## src/rtl/dct_pkg.sv

```systemverilog
package dct_pkg;

  typedef enum logic [3:0] {
    CMD_NONE  = 4'd0,
    CMD_DESEL = 4'd1,
    CMD_NOP   = 4'd2,
    CMD_ACT   = 4'd3,
    CMD_RD    = 4'd4,
    CMD_RDA   = 4'd5,
    CMD_WR    = 4'd6,
    CMD_WRA   = 4'd7,
    CMD_PRE   = 4'd8,
    CMD_PREA  = 4'd9,
    CMD_REF   = 4'd10,
    CMD_MRS   = 4'd11,
    CMD_EMRS  = 4'd12,
    CMD_RSVD  = 4'd13
  } cmd_e;

  typedef enum logic [2:0] {
    RSN_NONE      = 3'd0,
    RSN_RW_IDLE   = 3'd1,
    RSN_ACT_OPEN  = 3'd2,
    RSN_REF_OPEN  = 3'd3,
    RSN_LOAD_OPEN = 3'd4,
    RSN_LOAD_GAP  = 3'd5,
    RSN_CKE_BURST = 3'd6
  } reason_e;

  // Strobes from the control to the bank datapath; bank choice travels one-hot beside it.
  typedef struct packed {
    logic openEn;
    logic closeOne;
    logic closeAll;
    logic apArm;
    logic burstArm;
    logic loadMode;
    logic loadExt;
  } strobe_t;

endpackage

```

## src/rtl/dct_ctrl.sv

```systemverilog
module dct_ctrl
  import dct_pkg::*;
#(
  parameter int NUM_BANKS = 4,
  localparam int BA_W = $clog2(NUM_BANKS)
) (
  input  logic                 clk,
  input  logic                 rst_n,
  input  logic                 cke,
  input  logic                 csN,
  input  logic                 rasN,
  input  logic                 casN,
  input  logic                 weN,
  input  logic [BA_W-1:0]      ba,
  input  logic                 apFlag,
  input  logic [NUM_BANKS-1:0] bankOpen,
  input  logic                 gapBusy,
  input  logic                 burstBusy,
  output strobe_t              strb,
  output logic [NUM_BANKS-1:0] bankHot,
  output cmd_e                 cmdQ,
  output logic                 violQ,
  output reason_e              reasonQ
);

  cmd_e    decCmd;
  reason_e reason;
  logic    tgtOpen;
  logic    anyOpen;

  always_comb begin
    if (!cke)      decCmd = CMD_NONE;
    else if (csN)  decCmd = CMD_DESEL;
    else begin
      unique case ({rasN, casN, weN})
        3'b111:  decCmd = CMD_NOP;
        3'b011:  decCmd = CMD_ACT;
        3'b101:  decCmd = apFlag ? CMD_RDA : CMD_RD;
        3'b100:  decCmd = apFlag ? CMD_WRA : CMD_WR;
        3'b010:  decCmd = apFlag ? CMD_PREA : CMD_PRE;
        3'b001:  decCmd = CMD_REF;
        3'b000:  decCmd = ba[0] ? CMD_EMRS : CMD_MRS;
        default: decCmd = CMD_RSVD;
      endcase
    end
  end

  always_comb begin
    bankHot     = '0;
    bankHot[ba] = 1'b1;
  end

  assign tgtOpen = |(bankOpen & bankHot);
  assign anyOpen = |bankOpen;

  always_comb begin
    reason = RSN_NONE;
    strb   = '0;
    if (!cke) begin
      if (burstBusy) reason = RSN_CKE_BURST;
    end else if (gapBusy && decCmd != CMD_DESEL && decCmd != CMD_NOP) begin
      reason = RSN_LOAD_GAP;
    end else begin
      unique case (decCmd)
        CMD_ACT: begin
          if (tgtOpen) reason = RSN_ACT_OPEN;
          else         strb.openEn = 1'b1;
        end
        CMD_RD, CMD_RDA, CMD_WR, CMD_WRA: begin
          if (!tgtOpen) reason = RSN_RW_IDLE;
          else begin
            strb.burstArm = 1'b1;
            strb.apArm    = (decCmd == CMD_RDA) || (decCmd == CMD_WRA);
          end
        end
        CMD_PRE:  strb.closeOne = 1'b1;
        CMD_PREA: strb.closeAll = 1'b1;
        CMD_REF:  if (anyOpen) reason = RSN_REF_OPEN;
        CMD_MRS, CMD_EMRS: begin
          if (anyOpen) reason = RSN_LOAD_OPEN;
          else if (decCmd == CMD_MRS) strb.loadMode = 1'b1;
          else                        strb.loadExt  = 1'b1;
        end
        default: ;
      endcase
    end
  end

  always_ff @(posedge clk) begin
    if (!rst_n) begin
      cmdQ    <= CMD_NONE;
      reasonQ <= RSN_NONE;
      violQ   <= 1'b0;
    end else begin
      cmdQ    <= decCmd;
      reasonQ <= reason;
      violQ   <= (reason != RSN_NONE);
    end
  end

  // a deselected cycle decodes as deselect and is never flagged
  assert_cs_mask_R1: assert property (@(posedge clk) disable iff (!rst_n)
    (cke && csN) |=> (cmdQ == CMD_DESEL && !violQ));

  // refresh with a row open is flagged unless the load gap claims it first
  assert_ref_open_R10: assert property (@(posedge clk) disable iff (!rst_n)
    (cke && !csN && !rasN && !casN && weN && (|bankOpen) && !gapBusy)
      |=> (violQ && reasonQ == RSN_REF_OPEN));

  // the pulse and the reason code agree
  assert_viol_reason_R14: assert property (@(posedge clk) disable iff (!rst_n)
    violQ |-> (reasonQ != RSN_NONE));

endmodule

```

## src/rtl/dct_bank_dp.sv

```systemverilog
module dct_bank_dp
  import dct_pkg::*;
#(
  parameter int NUM_BANKS    = 4,
  parameter int ADDR_W       = 12,
  parameter int AP_DELAY     = 2,
  parameter int BURST_CYCLES = 2,
  parameter int MRD_GAP      = 4,
  localparam int APW = $clog2(AP_DELAY + 1),
  localparam int BCW = $clog2(BURST_CYCLES + 1),
  localparam int GCW = $clog2(MRD_GAP)
) (
  input  logic                 clk,
  input  logic                 rst_n,
  input  logic                 cke,
  input  strobe_t              strb,
  input  logic [NUM_BANKS-1:0] bankHot,
  input  logic [ADDR_W-1:0]    addr,
  output logic [NUM_BANKS-1:0] bankOpen,
  output logic                 gapBusy,
  output logic                 burstBusy,
  output logic [1:0]           pdState,
  output logic [ADDR_W-1:0]    modeReg,
  output logic [ADDR_W-1:0]    extReg
);

  logic [GCW-1:0] gapCnt;
  logic [BCW-1:0] burstCnt;

  for (genvar g = 0; g < NUM_BANKS; g++) begin : g_bank
    logic [APW-1:0] apCnt;
    logic           hit;
    assign hit = bankHot[g];

    always_ff @(posedge clk) begin
      if (!rst_n) begin
        bankOpen[g] <= 1'b0;
        apCnt       <= '0;
      end else if (strb.closeAll || (strb.closeOne && hit)) begin
        bankOpen[g] <= 1'b0;
        apCnt       <= '0;
      end else if (strb.openEn && hit) begin
        bankOpen[g] <= 1'b1;
      end else if (strb.apArm && hit) begin
        apCnt <= APW'(AP_DELAY);
      end else if (apCnt != '0) begin
        apCnt <= apCnt - 1'b1;
        if (apCnt == APW'(1)) bankOpen[g] <= 1'b0;
      end
    end

    // the last countdown step closes the bank unless it is re-armed
    assert_ap_close_R5: assert property (@(posedge clk) disable iff (!rst_n)
      (apCnt == APW'(1) && !(strb.apArm && hit)) |=> !bankOpen[g]);
  end

  always_ff @(posedge clk) begin
    if (!rst_n) begin
      gapCnt   <= '0;
      burstCnt <= '0;
      pdState  <= 2'd0;
      modeReg  <= '0;
      extReg   <= '0;
    end else begin
      if (strb.loadMode || strb.loadExt) gapCnt <= GCW'(MRD_GAP - 1);
      else if (gapCnt != '0)             gapCnt <= gapCnt - 1'b1;

      if (strb.burstArm)       burstCnt <= BCW'(BURST_CYCLES);
      else if (burstCnt != '0) burstCnt <= burstCnt - 1'b1;

      if (cke)            pdState <= 2'd0;
      else if (|bankOpen) pdState <= 2'd2;
      else                pdState <= 2'd1;

      if (strb.loadMode) modeReg <= addr;
      if (strb.loadExt)  extReg  <= addr;
    end
  end

  assign gapBusy   = (gapCnt != '0);
  assign burstBusy = (burstCnt != '0);

  // precharge-all leaves no bank open
  assert_prea_all_R4: assert property (@(posedge clk) disable iff (!rst_n)
    strb.closeAll |=> (bankOpen == '0));

  // an accepted load opens the guard window
  assert_gap_open_R8: assert property (@(posedge clk) disable iff (!rst_n)
    (strb.loadMode || strb.loadExt) |=> gapBusy);

  // the primary register only moves on its own load strobe
  assert_mode_hold_R6: assert property (@(posedge clk) disable iff (!rst_n)
    !strb.loadMode |=> $stable(modeReg));

  // the extended register only moves on its own load strobe
  assert_ext_hold_R6: assert property (@(posedge clk) disable iff (!rst_n)
    !strb.loadExt |=> $stable(extReg));

endmodule

```

## src/rtl/dram_cmd_tracker.sv

```systemverilog
module dram_cmd_tracker
  import dct_pkg::*;
#(
  parameter int NUM_BANKS    = 4,
  parameter int ADDR_W       = 12,
  parameter int AP_BIT       = 8,
  parameter int AP_DELAY     = 2,
  parameter int BURST_CYCLES = 2,
  parameter int MRD_GAP      = 4
) (
  input  logic                         clk,
  input  logic                         rst_n,
  input  logic                         cke_i,
  input  logic                         cs_n_i,
  input  logic                         ras_n_i,
  input  logic                         cas_n_i,
  input  logic                         we_n_i,
  input  logic [$clog2(NUM_BANKS)-1:0] ba_i,
  input  logic [ADDR_W-1:0]            addr_i,
  output logic [3:0]                   cmd_o,
  output logic [NUM_BANKS-1:0]         bank_open_o,
  output logic [1:0]                   pd_state_o,
  output logic                         viol_o,
  output logic [2:0]                   viol_reason_o,
  output logic [ADDR_W-1:0]            mode_reg_o,
  output logic [ADDR_W-1:0]            ext_mode_reg_o
);

  strobe_t              strb;
  logic [NUM_BANKS-1:0] bankHot;
  logic [NUM_BANKS-1:0] bankOpen;
  logic                 gapBusy;
  logic                 burstBusy;
  cmd_e                 cmdQ;
  reason_e              reasonQ;

  dct_ctrl #(.NUM_BANKS(NUM_BANKS)) u_ctrl (
    .clk(clk), .rst_n(rst_n), .cke(cke_i), .csN(cs_n_i), .rasN(ras_n_i),
    .casN(cas_n_i), .weN(we_n_i), .ba(ba_i), .apFlag(addr_i[AP_BIT]),
    .bankOpen(bankOpen), .gapBusy(gapBusy), .burstBusy(burstBusy),
    .strb(strb), .bankHot(bankHot), .cmdQ(cmdQ), .violQ(viol_o), .reasonQ(reasonQ)
  );

  dct_bank_dp #(
    .NUM_BANKS(NUM_BANKS), .ADDR_W(ADDR_W), .AP_DELAY(AP_DELAY),
    .BURST_CYCLES(BURST_CYCLES), .MRD_GAP(MRD_GAP)
  ) u_dp (
    .clk(clk), .rst_n(rst_n), .cke(cke_i), .strb(strb), .bankHot(bankHot),
    .addr(addr_i), .bankOpen(bankOpen), .gapBusy(gapBusy), .burstBusy(burstBusy),
    .pdState(pd_state_o), .modeReg(mode_reg_o), .extReg(ext_mode_reg_o)
  );

  assign cmd_o         = cmdQ;
  assign viol_reason_o = reasonQ;
  assign bank_open_o   = bankOpen;

endmodule

```

## config.mk

```make
export PLATFORM = sky130hd
export DESIGN_NAME = dram_cmd_tracker
export DESIGN_NICKNAME = d
export VERILOG_FILES = /design/src/rtl/dct_pkg.sv /design/src/rtl/dct_ctrl.sv /design/src/rtl/dct_bank_dp.sv /design/src/rtl/dram_cmd_tracker.sv
export SDC_FILE = /design/constraint.sdc
export NUM_CORES = 1
export LEC_CHECK = 0
export BUFFER_PORTS_ARGS = -buffer_cell sky130_fd_sc_hd__buf_2
export CAP_MARGIN = 20
export CORE_MARGIN = 2
export CORE_UTILIZATION = 40
export DETAILED_ROUTE_END_ITERATION = 8
export GPL_TIMING_DRIVEN = 0
export HOLD_SLACK_MARGIN = 0.05
export PLACE_DENSITY = 0.68
export SYNTH_ARGS = -nofsm -noshare
export SYNTH_HDL_FRONTEND = slang
export SYNTH_SLANG_ARGS = --single-unit
export TNS_END_PERCENT = 30
```

## constraint.sdc

```tcl
create_clock -name clk -period 6.15 [get_ports clk]
set_input_delay 1.23 -clock clk [delete_from_list [all_inputs] [get_ports clk]]
set_output_delay 1.23 -clock clk [all_outputs]
set_load 0.1 [all_outputs]
```

After elaboration in Yosys (flattened, before gate mapping)
Cells that the tools add are included.
{"block": "classes", "add_sub_neg": 6, "n_lt_le_gt_ge": 2, "eq_ne": 26, "n_mux": 58, "bitwise": 6, "reduce_logical": 61}
{"operator": "$reduce_bool A2 Y1", "count": 20}
{"operator": "$mux W2", "count": 19}
{"operator": "$pmux W4 S7", "count": 1}
{"operator": "$mux W1", "count": 27}
{"operator": "$eq A4 B4 Y1 const B", "count": 5}
{"operator": "$eq A4 B3 Y1 const B", "count": 4}
{"operator": "$logic_and A1 B1 Y1", "count": 15}
{"operator": "$mux W3", "count": 5}
{"operator": "$mux W7", "count": 2}
{"operator": "$reduce_or A2 Y1", "count": 7}
{"operator": "$pmux W3 S4", "count": 1}
{"operator": "$reduce_and A3 Y1", "count": 4}
{"operator": "$reduce_or A4 Y1", "count": 3}
{"operator": "$sub A2 B1 Y2 const B", "count": 6}
{"operator": "$eq A3 B3 Y1 const B", "count": 3}
{"operator": "$eq A2 B1 Y1 const B", "count": 4}
{"operator": "$mux W4", "count": 2}
{"operator": "$ne A2 B1 Y1 const B", "count": 4}
{"operator": "$reduce_and A2 Y1", "count": 4}
{"operator": "$eq A3 B2 Y1 const B", "count": 2}
{"operator": "$logic_or A1 B1 Y1", "count": 6}
{"operator": "$not A1 Y1", "count": 5}
{"operator": "$and A4 B4 Y4", "count": 1}
{"operator": "$eq A4 B2 Y1 const B", "count": 1}
{"operator": "other kinds (8)", "count": 8}
{"block": "word_totals", "ff_bits": 50, "inputBits": 21, "out_inout_bits": 38, "elab_cells": 176}

Depth between registers and ports, before layout
Gate-level depths: netlist of run 1.
{"block": "logic_depth", "word_depth": 13, "depth_mapped": 9, "ltp_nobuf": 8}

Cells and area by module
A second synthesis of run 1 with hierarchy kept.
{"block": "unflattened", "hier_cells": 267, "area_unflattened_um2": 2504.9}
{"module": "dct_bank_dp", "instances": 1, "cells_per_inst": 191, "area_per_inst_um2": 1885.6, "seq_area_each_um2": 840.8}
{"module": "dct_ctrl", "instances": 1, "cells_per_inst": 76, "area_per_inst_um2": 619.3, "seq_area_each_um2": 160.2}

Worst setup path after synthesis of run 1
Ideal clock, no wire load.
{"block": "synth_path", "path_type": "input port to flip-flop", "start": "input port ba_i[1]", "end": "register u_dp.g_bank[3].apCnt[1]", "setup_time_ps": 134, "t_arrival_ps": 2746, "t_required_ps": 6016, "slack_ps": 3270, "cell_stages": 7, "path_buffers": 1, "cell_sequence": "buf_2 mux4_2 nor4_4 a31o_2 nor2_1 a21oi_1 a21oi_1"}
{"block": "synth_via", "elab_chain_cells": 13, "elab_cells_between_ends": 22, "classes_between": "2 x order compare; 9 x mux; 2 x bitwise; 9 x reduce/logical"}
{"element": "from (decl)", "line_no": "dram_cmd_tracker.sv:18", "rtl": "input logic [$clog2(NUM_BANKS)-1:0] ba_i,"}
{"element": "$lt A2 B3 Y1 (not written as such) or $ge A2 B1 Y1 (tied branches)", "line_no": "dct_ctrl.sv:50", "rtl": "bankHot[ba] = 1'b1;"}
{"element": "$logic_and A1 B1 Y1 (not written as such)", "line_no": "dct_ctrl.sv:50"}
{"element": "$mux W1 (not written as such)", "line_no": "dct_ctrl.sv:50"}
{"element": "$demux W1 S2 *"}
{"element": "$and A4 B4 Y4", "line_no": "dct_ctrl.sv:53", "rtl": "assign tgtOpen = |(bankOpen & bankHot);"}
{"element": "$reduce_or A4 Y1", "line_no": "dct_ctrl.sv:53"}
{"element": "$mux W2 or $mux W1 (tied branches)", "line_no": "dct_ctrl.sv:70, dct_ctrl.sv:66"}
{"element": "$mux W2 or $mux W1 (tied branches)", "line_no": "dct_ctrl.sv:64", "rtl": "unique case (decCmd)"}
{"element": "$mux W7", "line_no": "dct_ctrl.sv:61", "rtl": "end else if (gapBusy && decCmd != CMD_DESEL && decCmd != CMD_NOP) begin"}
{"element": "$mux W7", "line_no": "dct_ctrl.sv:59", "rtl": "if (!cke) begin"}
{"element": "$logic_and A1 B1 Y1, on equally long branches", "line_no": "dct_bank_dp.sv:44, dct_bank_dp.sv:42"}
{"element": "$reduce_bool A2 Y1 (no line) or $not A1 Y1 (tied branches)"}
{"element": "$reduce_and A2 Y1 (no line)"}
{"element": "to (signal assigned)", "line_no": "dct_bank_dp.sv:45", "rtl": "apCnt <= APW'(AP_DELAY);"}
{"element": "to (signal assigned)", "line_no": "dct_bank_dp.sv:47", "rtl": "apCnt <= apCnt - 1'b1;"}
{"element": "to (decl)", "line_no": "dct_bank_dp.sv:31", "rtl": "logic [APW-1:0] apCnt;"}
Mark *: on every way between the ends. The rest lies on a longest branch, timed or not.
A chain may end at the register's enable or synchronous reset.

Worst setup path in the final report of run 1
{"block": "layout_path", "start": "input port addr_i[8]", "end": "register u_dp.extReg[6]"}
{"block": "layout_via", "elab_chain_cells": 10, "elab_cells_between_ends": 18, "classes_between": "4 x eq/ne; 11 x mux; 3 x reduce/logical"}
{"element": "from (decl)", "line_no": "dram_cmd_tracker.sv:19", "rtl": "input logic [ADDR_W-1:0] addr_i,"}
{"element": "$mux W1", "line_no": "dct_ctrl.sv:38, dct_ctrl.sv:39, dct_ctrl.sv:40"}
{"element": "$pmux W4 S7 *", "line_no": "dct_ctrl.sv:35", "rtl": "unique case ({rasN, casN, weN})"}
{"element": "$mux W4 *", "line_no": "dct_ctrl.sv:33", "rtl": "else if (csN) decCmd = CMD_DESEL;"}
{"element": "$mux W4 *", "line_no": "dct_ctrl.sv:32", "rtl": "if (!cke) decCmd = CMD_NONE;"}
{"element": "$eq A4 B4 Y1", "line_no": "dct_ctrl.sv:64, dct_ctrl.sv:81"}
{"element": "$mux W1", "line_no": "dct_ctrl.sv:81", "rtl": "else if (decCmd == CMD_MRS) strb.loadMode = 1'b1;"}
{"element": "$mux W2", "line_no": "dct_ctrl.sv:80", "rtl": "if (anyOpen) reason = RSN_LOAD_OPEN;"}
{"element": "$mux W2", "line_no": "dct_ctrl.sv:64"}
{"element": "$mux W7 *", "line_no": "dct_ctrl.sv:61"}
{"element": "$mux W7 *", "line_no": "dct_ctrl.sv:59"}
{"element": "to (signal assigned)", "line_no": "dct_bank_dp.sv:76", "rtl": "if (strb.loadExt) extReg <= addr;"}
{"element": "to (decl)", "line_no": "dct_bank_dp.sv:24", "rtl": "output logic [ADDR_W-1:0] extReg"}
Marked as above.

==> flow_summary.toml, run 1 <==
[synth]
async_reset_ff_frac = 0
synth_top_area_cell = "dfxtp_1"
yosysSeqAreaShare = 0.3870
synth_top_area_share = 0.3870
synth_common_cells = "dfxtp_1 (50), nand2_1 (39), mux2i_1 (25), a21oi_1 (18), nor2b_1 (17)"
syn_avg_cell_area_um2 = 9.237
yosysWarnings = 0
syn_inst = 280
syn_nets = 310
post-synth-top-count-cell = "dfxtp_1"
synth_top_cells_by_area = "dfxtp_1 (39%), mux2i_1 (9.7%), nand2_1 (5.7%)"
netlist_area_um2 = 2586
synth_edf_count = 0
synth_ff_type = "dfxtp_1"
ys_ff_latch = 50
synth.distinct_cells = 59

[clocking]
cts_setup_buffers = 0
cts_root_buf = "clkbuf_8"
post_cts_resized = 0
ctsHoldBuffers = 0
h-tree-depth = 2
tritoncts = "yes"
clk_latency_ps = 300
cts.clk_slew.worst_paths_ps = 90
cts-buffers-inserted = 5
clock_sinks = 50
cts.path.max_buffers = 2

[cells_and_area]
final_core_util = 0.4818
final_area_um2 = 3042
area_delta_synth_final_pct = 17.61
num_antenna_cells = 0
final_net_count = 372
drive_gt1_frac = 0.2661
layout.cells.non_filler = 419

[sta]
finalSetupViolCount = 0
skew_ps = 8.118
fin_crit_sh = 0.4602
fin_ws_ps = 3320
tns_ps = 0
finalHoldViolations = 0
min_period_ps = 2830
rsz0062_at_grt = "false"
drv_slew = 0
max_slew_margin = 0.6002
worst_pin_slew_ps = 595.7
timing.fmax_mhz = 353.4

[global_route]
grt_pass1_vias = 2069
globalRouteTotalUtil = 0.1625
grt_use_met2 = 0.2872
grtUsageMet1 = 0.1900
overflow = 0
grt_start_max_net_pins = 16
grt_pass1_wl_um = 9411
use_met3 = 0.03835
antenna_found_initial = 0
grt-busiest-layer = "met2"

[power]
p_comb_frac = 0.343
p_leak_nw = 1.251
clock_power_share = 0.219
power_density_nw_per_um2 = 278.7
swShare = 0.3475
p_int_mw = 0.5531
power_switching_mw = 0.2946
ir_drop_mv = 0.1434
p_seq_frac = 0.438

[floorplan]
die_h_um = 84.41
rows = 29
start_util = 0.4096
dieArea_um2 = 7125
io-pin-count = 59
core_region_area_um2 = 6314
die_w_um = 84.41

[route]
drc = 0
postRouteAntennaNets = 0
drt_iter0_drc = 77
via_count = 2138
wl_per_cell_um = 13.43
wirelength_um = 5629
vias_per_cell = 5.103
dr.pass1.iters = 4

[worst_setup_path]
cpPeakStageDelay_ps = 540
critPathKind = "input port to flop"
crit_arrival_ps = 3060
start_kind = "input port"
slowest_stage = "or4b_1"
required_ps = 6380
worstPathCellList = "buf_2, or4b_1, o21ai_2, or2_1, buf_6, o221ai_2, a21oi_4, buf_12, mux2i_1"
path_max_fanout = 10
endpoint_kind = "flop"

[placement]
hpwl_um = 4209
place_congestion = 0.9049
place_area_um2 = 2958
dp.cells = 412
portBuffers = 55
pre_cts_ws_ps = 2999

[status]
status = "finished, final reports clean"

[hold_path]
hold_class = "flop to flop"

[flow_run]
drv_cap = 0
-- per-layer routing --
layer / wire length [µm] / part of all wire / vias up
li1: - / - / 1085
met1: 2534 / 0.45 / 997
met2: 2762 / 0.49 / 48
met3: 233 / 0.041 / 8
met4: 98 / 0.017 / 0
met5: 0 / 0 / -
-- placed cells by master, fill, tap and decap left out, drive strengths merged, types with 3 or more instances in the layout --
master / instances
a21oi: 19
and3b: 3
buf: 61
clkbuf: 15
dfxtp: 50
ha: 9
inv: 12
mux2i: 25
nand2: 39
nand2b: 7
nand3: 5
nor2: 13
nor2b: 17
nor3: 6
o21ai: 14
or2: 3
xnor2: 5
-- stage by stage --
step | hold slack [ps] | power (mW)
6_report | 457.0 | 0.8478
4_1_cts | 462.2 | 0.8588
3_3_place_gp | 441.3 | 0.6588
2_1_floorplan | 465.8 | 0.6164
5_1_grt | 485.6 | 0.9094
3_5_place_dp | 446.8 | 0.6719
-- cells by family (layout without fill, tap and decap cells) --
kind of cell / after synthesis / after routing / share of synthesized area
adders and majority gates: 9 / 9 / 0.04354
AOI/OAI and AO/OA: 54 / 54 / 0.1422
xor gates and xnor gates: 5 / 5 / 0.01693
muxes: 26 / 26 / 0.1055
buffers and inverters: 28 / 90 / 0.07304
and+or+nand+nor: 108 / 108 / 0.2317
DFF: 50 / 50 / 0.3870
-- layout make-up --
class / count / area [µm²]
Buffer: 16 / 143.9
Tap cell: 77 / 96.34
Timing Repair Buffer: 55 / 275.3
Clock inverter: 2 / 15.01
Fill cell: 639 / 3272
Clock buffer: 5 / 68.82
Inverter: 12 / 45.04
Multi-Input combinational cell: 202 / 1396
Sequential cell: 50 / 1001
-- flip-flops by register name, summed over array words and instances, names as in the netlist --
signal and count:
u_dp.g_bank.apCnt 8, u_ctrl.reasonQ 3, u_dp.burstCnt 2, u_ctrl.cmdQ 4
u_dp.bankOpen 4, u_dp.modeReg 12, u_dp.extReg 12, u_dp.pdState 2
u_ctrl.violQ 1, u_dp.gapCnt 2
-- critical path, delay by kind of cell --
family                 cells  cell delay (ps)
muxes                      1              180
AOI/OAI and AO/OA          3              520
buffers and inverters      3              440
and+or+nand+nor            2              680
-- worst paths after layout --
check / from / to / slack, ps / depth (start not counted)
max: addr_i[8] / u_dp.extReg[6]$_SDFFE_PN0P_ / 3320 / 9
min: u_dp.extReg[4]$_SDFFE_PN0P_ / u_dp.extReg[4]$_SDFFE_PN0P_ / 460 / 2
max reg2reg: u_dp.bankOpen[1]$_SDFFE_PP0P_ / u_dp.extReg[6]$_SDFFE_PN0P_ / 4030 / 5
min reg2reg: u_dp.extReg[4]$_SDFFE_PN0P_ / u_dp.extReg[4]$_SDFFE_PN0P_ / 460 / 2
-- power groups by stage --
stage | sequential, mW | clock [mW] | combinational (mW)
2_1_floorplan | 0.414 | 0 | 0.202
3_3_place_gp | 0.378 | 0 | 0.281
6_report | 0.371 | 0.186 | 0.290
4_1_cts | 0.372 | 0.193 | 0.294
5_1_grt | 0.375 | 0.206 | 0.328
3_5_place_dp | 0.379 | 0 | 0.293
Power figures use the tool's default switching activity.
==> inputs of run 2 (changes only) <==
ABC_AREA = 1   (was unset)
PLACE_DENSITY = 0.7   (was 0.68)
clock period = 2.3 ns   (was 6.15 ns; I/O delays follow)
==> run 2 against run 1 <==
Compared with the run above:
- the run now ends with DRC left
- clock skew is 1.1 ps lower
- critical path type unchanged
- count of clock-buffer cells in the layout stayed put
- flip-flop and latch count stayed put
- critical path depth is 3 higher
- die area is 3.4% higher
- sequential share of layout area is 1.2 points lower
- total power grew to 3.1 times the previous value
- final area is 3.7% higher
- critical endpoint is now u_dp.extReg[8]$_SDFFE_PN0P_
==> flow_summary.toml, run 2 <==
[status]
status = "finished with violations"
violations = "DRC"

[synth]
synth_top_cells_by_area = "dfxtp_1 (37%), nor2_1 (8.5%), nand2_1 (8.4%)"
synth.distinct_cells = 32
synth_top_area_cell = "dfxtp_1"
syn_inst = 356
yosysWarnings = 0
synth_common_cells = "nor2_1 (61), nand2_1 (60), dfxtp_1 (50), inv_1 (32), a21oi_1 (27)"
synth_edf_count = 0
yosysSeqAreaShare = 0.3737
async_reset_ff_frac = 0
syn_avg_cell_area_um2 = 7.525
synth_top_area_share = 0.3737
ys_ff_latch = 50
syn_nets = 386
post-synth-top-count-cell = "nor2_1"
netlist_area_um2 = 2679
synth_ff_type = "dfxtp_1"

[route]
wirelength_um = 5734
dr.pass1.iters = 9
drc = 4
wl_per_cell_um = 11.54
postRouteAntennaNets = 0
drt_iter0_drc = 125
via_count = 2385
vias_per_cell = 4.799

[floorplan]
core_region_area_um2 = 6422
io-pin-count = 59
dieArea_um2 = 7368
die_w_um = 85.84
start_util = 0.4171
rows = 29
die_h_um = 85.84

[global_route]
grt_pass1_vias = 2165
antenna_found_initial = 0
globalRouteTotalUtil = 0.1643
grt_pass1_wl_um = 9839
overflow = 0
grt_start_max_net_pins = 19

[placement]
portBuffers = 56
hpwl_um = 4561
place_congestion = 0.8450
pre_cts_ws_ps = 269.2
dp.cells = 489

[power]
ir_drop_mv = 0.4380
p_seq_frac = 0.389
p_leak_nw = 1.630
p_comb_frac = 0.403
swShare = 0.4049
total_power_mw = 2.650
clock_power_share = 0.208
p_int_mw = 1.577
power_density_nw_per_um2 = 840.5
power_switching_mw = 1.073

[hold_path]
hold-path-cell-count = 3
hold_start = "addr_i[5]"
hold_class = "input port to flop"

[worst_setup_path]
rr_startpoint = "u_dp.gapCnt[0]$_SDFFE_PN0P_"
r2r_cells = 10
path_max_fanout = 10
worstSetupStartpoint = "cas_n_i"
endpoint_kind = "flop"
critPathCapture = "u_dp.extReg[8]$_SDFFE_PN0P_"
start_kind = "input port"
critPathKind = "input port to flop"
r2r_slack_ps = 700
required_ps = 2520
crit_arrival_ps = 1940
r2r_end = "u_dp.g_bank[3].apCnt[1]$_SDFFE_PP0P_"

[sta]
timing.hold.ws_ps = 428.6
fin_ws_ps = 577.4
timing.fmax_mhz = 580.5
fin_crit_sh = 0.7490
drv_slew = 0
skew_ps = 7.058
max_slew_margin = 0.6691
tns_ps = 0
min_period_ps = 1723
rsz0062_at_grt = "false"
finalSetupViolCount = 0
worst_pin_slew_ps = 499.8
finalHoldViolations = 0

[clocking]
clk_latency_ps = 310
ctsHoldBuffers = 0
post_cts_resized = 0
cts-buffers-inserted = 5
cts_setup_buffers = 0
cts.path.max_buffers = 2
cts.clk_slew.worst_paths_ps = 100
cts_root_buf = "clkbuf_8"
tritoncts = "yes"
h-tree-depth = 2
clock_sinks = 50

[cells_and_area]
layout_commonest_cell = "nor2_1"
top_regs = "u_dp.extReg x12, u_dp.modeReg x12, u_dp.g_bank.apCnt x8"
final_net_count = 449
final_cell_mix = "nor2_1 (61), nand2_1 (60), buf_2 (59)"
drive_gt1_frac = 0.2643
num_antenna_cells = 0
layout.cells.non_filler = 497
area_delta_synth_final_pct = 17.70

[flow_run]
drv_cap = 0
## run 2: cell types whose count changed after synthesis, sizes merged, moves of 9 or more
cell	before	now
nand3	5	29
o21ai	14	3
nor2b	17	0
mux2i	25	0
inv	12	38
nand3b	1	15
nand2	39	75
nor3	6	15
nor2	13	67
a21oi	19	28
## run 2: logic make-up (layout without fill, tap and decap cells)
| family | after synthesis | in the layout | share of synthesized area |
|---|---|---|---|
| compound gates | 39 | 39 | 0.08454 |
| fa+ha+maj | 9 | 9 | 0.04204 |
| xor+xnor | 1 | 1 | 0.003270 |
| buf+inv | 51 | 115 | 0.08407 |
| simple gates | 206 | 206 | 0.4124 |
| flops | 50 | 50 | 0.3737 |
## run 2: layer usage
| metal | up-vias | track usage | wire [µm] |
|---|---|---|---|
| met5 | - | 0 | 0 |
| li1 | 1273 | - | - |
| met3 | 9 | 0.03272 | 247 |
| met1 | 1056 | 0.2320 | 2873 |
| met2 | 47 | 0.2507 | 2519 |
| met4 | 0 | 0.05628 | 93 |
## run 2: power by group through the flow
| stage | clock network [mW] | logic (mW) | registers (mW) |
|---|---|---|---|
| after floorplan | 0 | 0.733 | 1.19 |
| after global placement | 0 | 1.04 | 1.05 |
| after detailed placement | 0 | 1.07 | 1.05 |
| after CTS | 0.569 | 1.07 | 1.03 |
| after global routing | 0.599 | 1.22 | 1.05 |
| final | 0.550 | 1.07 | 1.03 |
## run 2: how the worst min path moves through the flow
stage | to | slack [ps]
after floorplan | u_dp.burstCnt[1]$_SDFFE_PN0P_ | 450
after global placement | u_dp.extReg[8]$_SDFFE_PN0P_ | 450
after detailed placement | u_dp.extReg[8]$_SDFFE_PN0P_ | 460
after CTS | u_dp.modeReg[5]$_SDFFE_PN0P_ | 420
after global routing | u_dp.modeReg[5]$_SDFFE_PN0P_ | 420
final | u_dp.modeReg[5]$_SDFFE_PN0P_ | 430
## run 2: critical path: stages
cell and delay [ps]:
buf_2 120, nand2_1 170, nand2_1 100, nand2_2 80, nand3_4 130, nand2_4 150, nand4_2 140, nor2_4 150
buf_2 210, nand3_1 100, nand2_1 80, nor2_1 50
## run 2: area by class of cell
type,count,area (µm²)
plain buffers,12,78.83
clock buffers,5,68.82
clock inverters,3,28.78
fillers,640,3269
inverters,39,146.4
multi-input cells,255,1453
flip-flops and latches,50,1001
well taps,77,96.34
repair buffers,56,280.3
## run 2: metrics by stage
step / instance area, µm² / utilization
2_1_floorplan: 2679 / -
3_3_place_gp: 3055 / 0.4757
3_5_place_dp: 3055 / 0.4757
4_1_cts: 3153 / 0.4909
5_1_grt: 3153 / 0.4909
6_report: 3153 / 0.4909
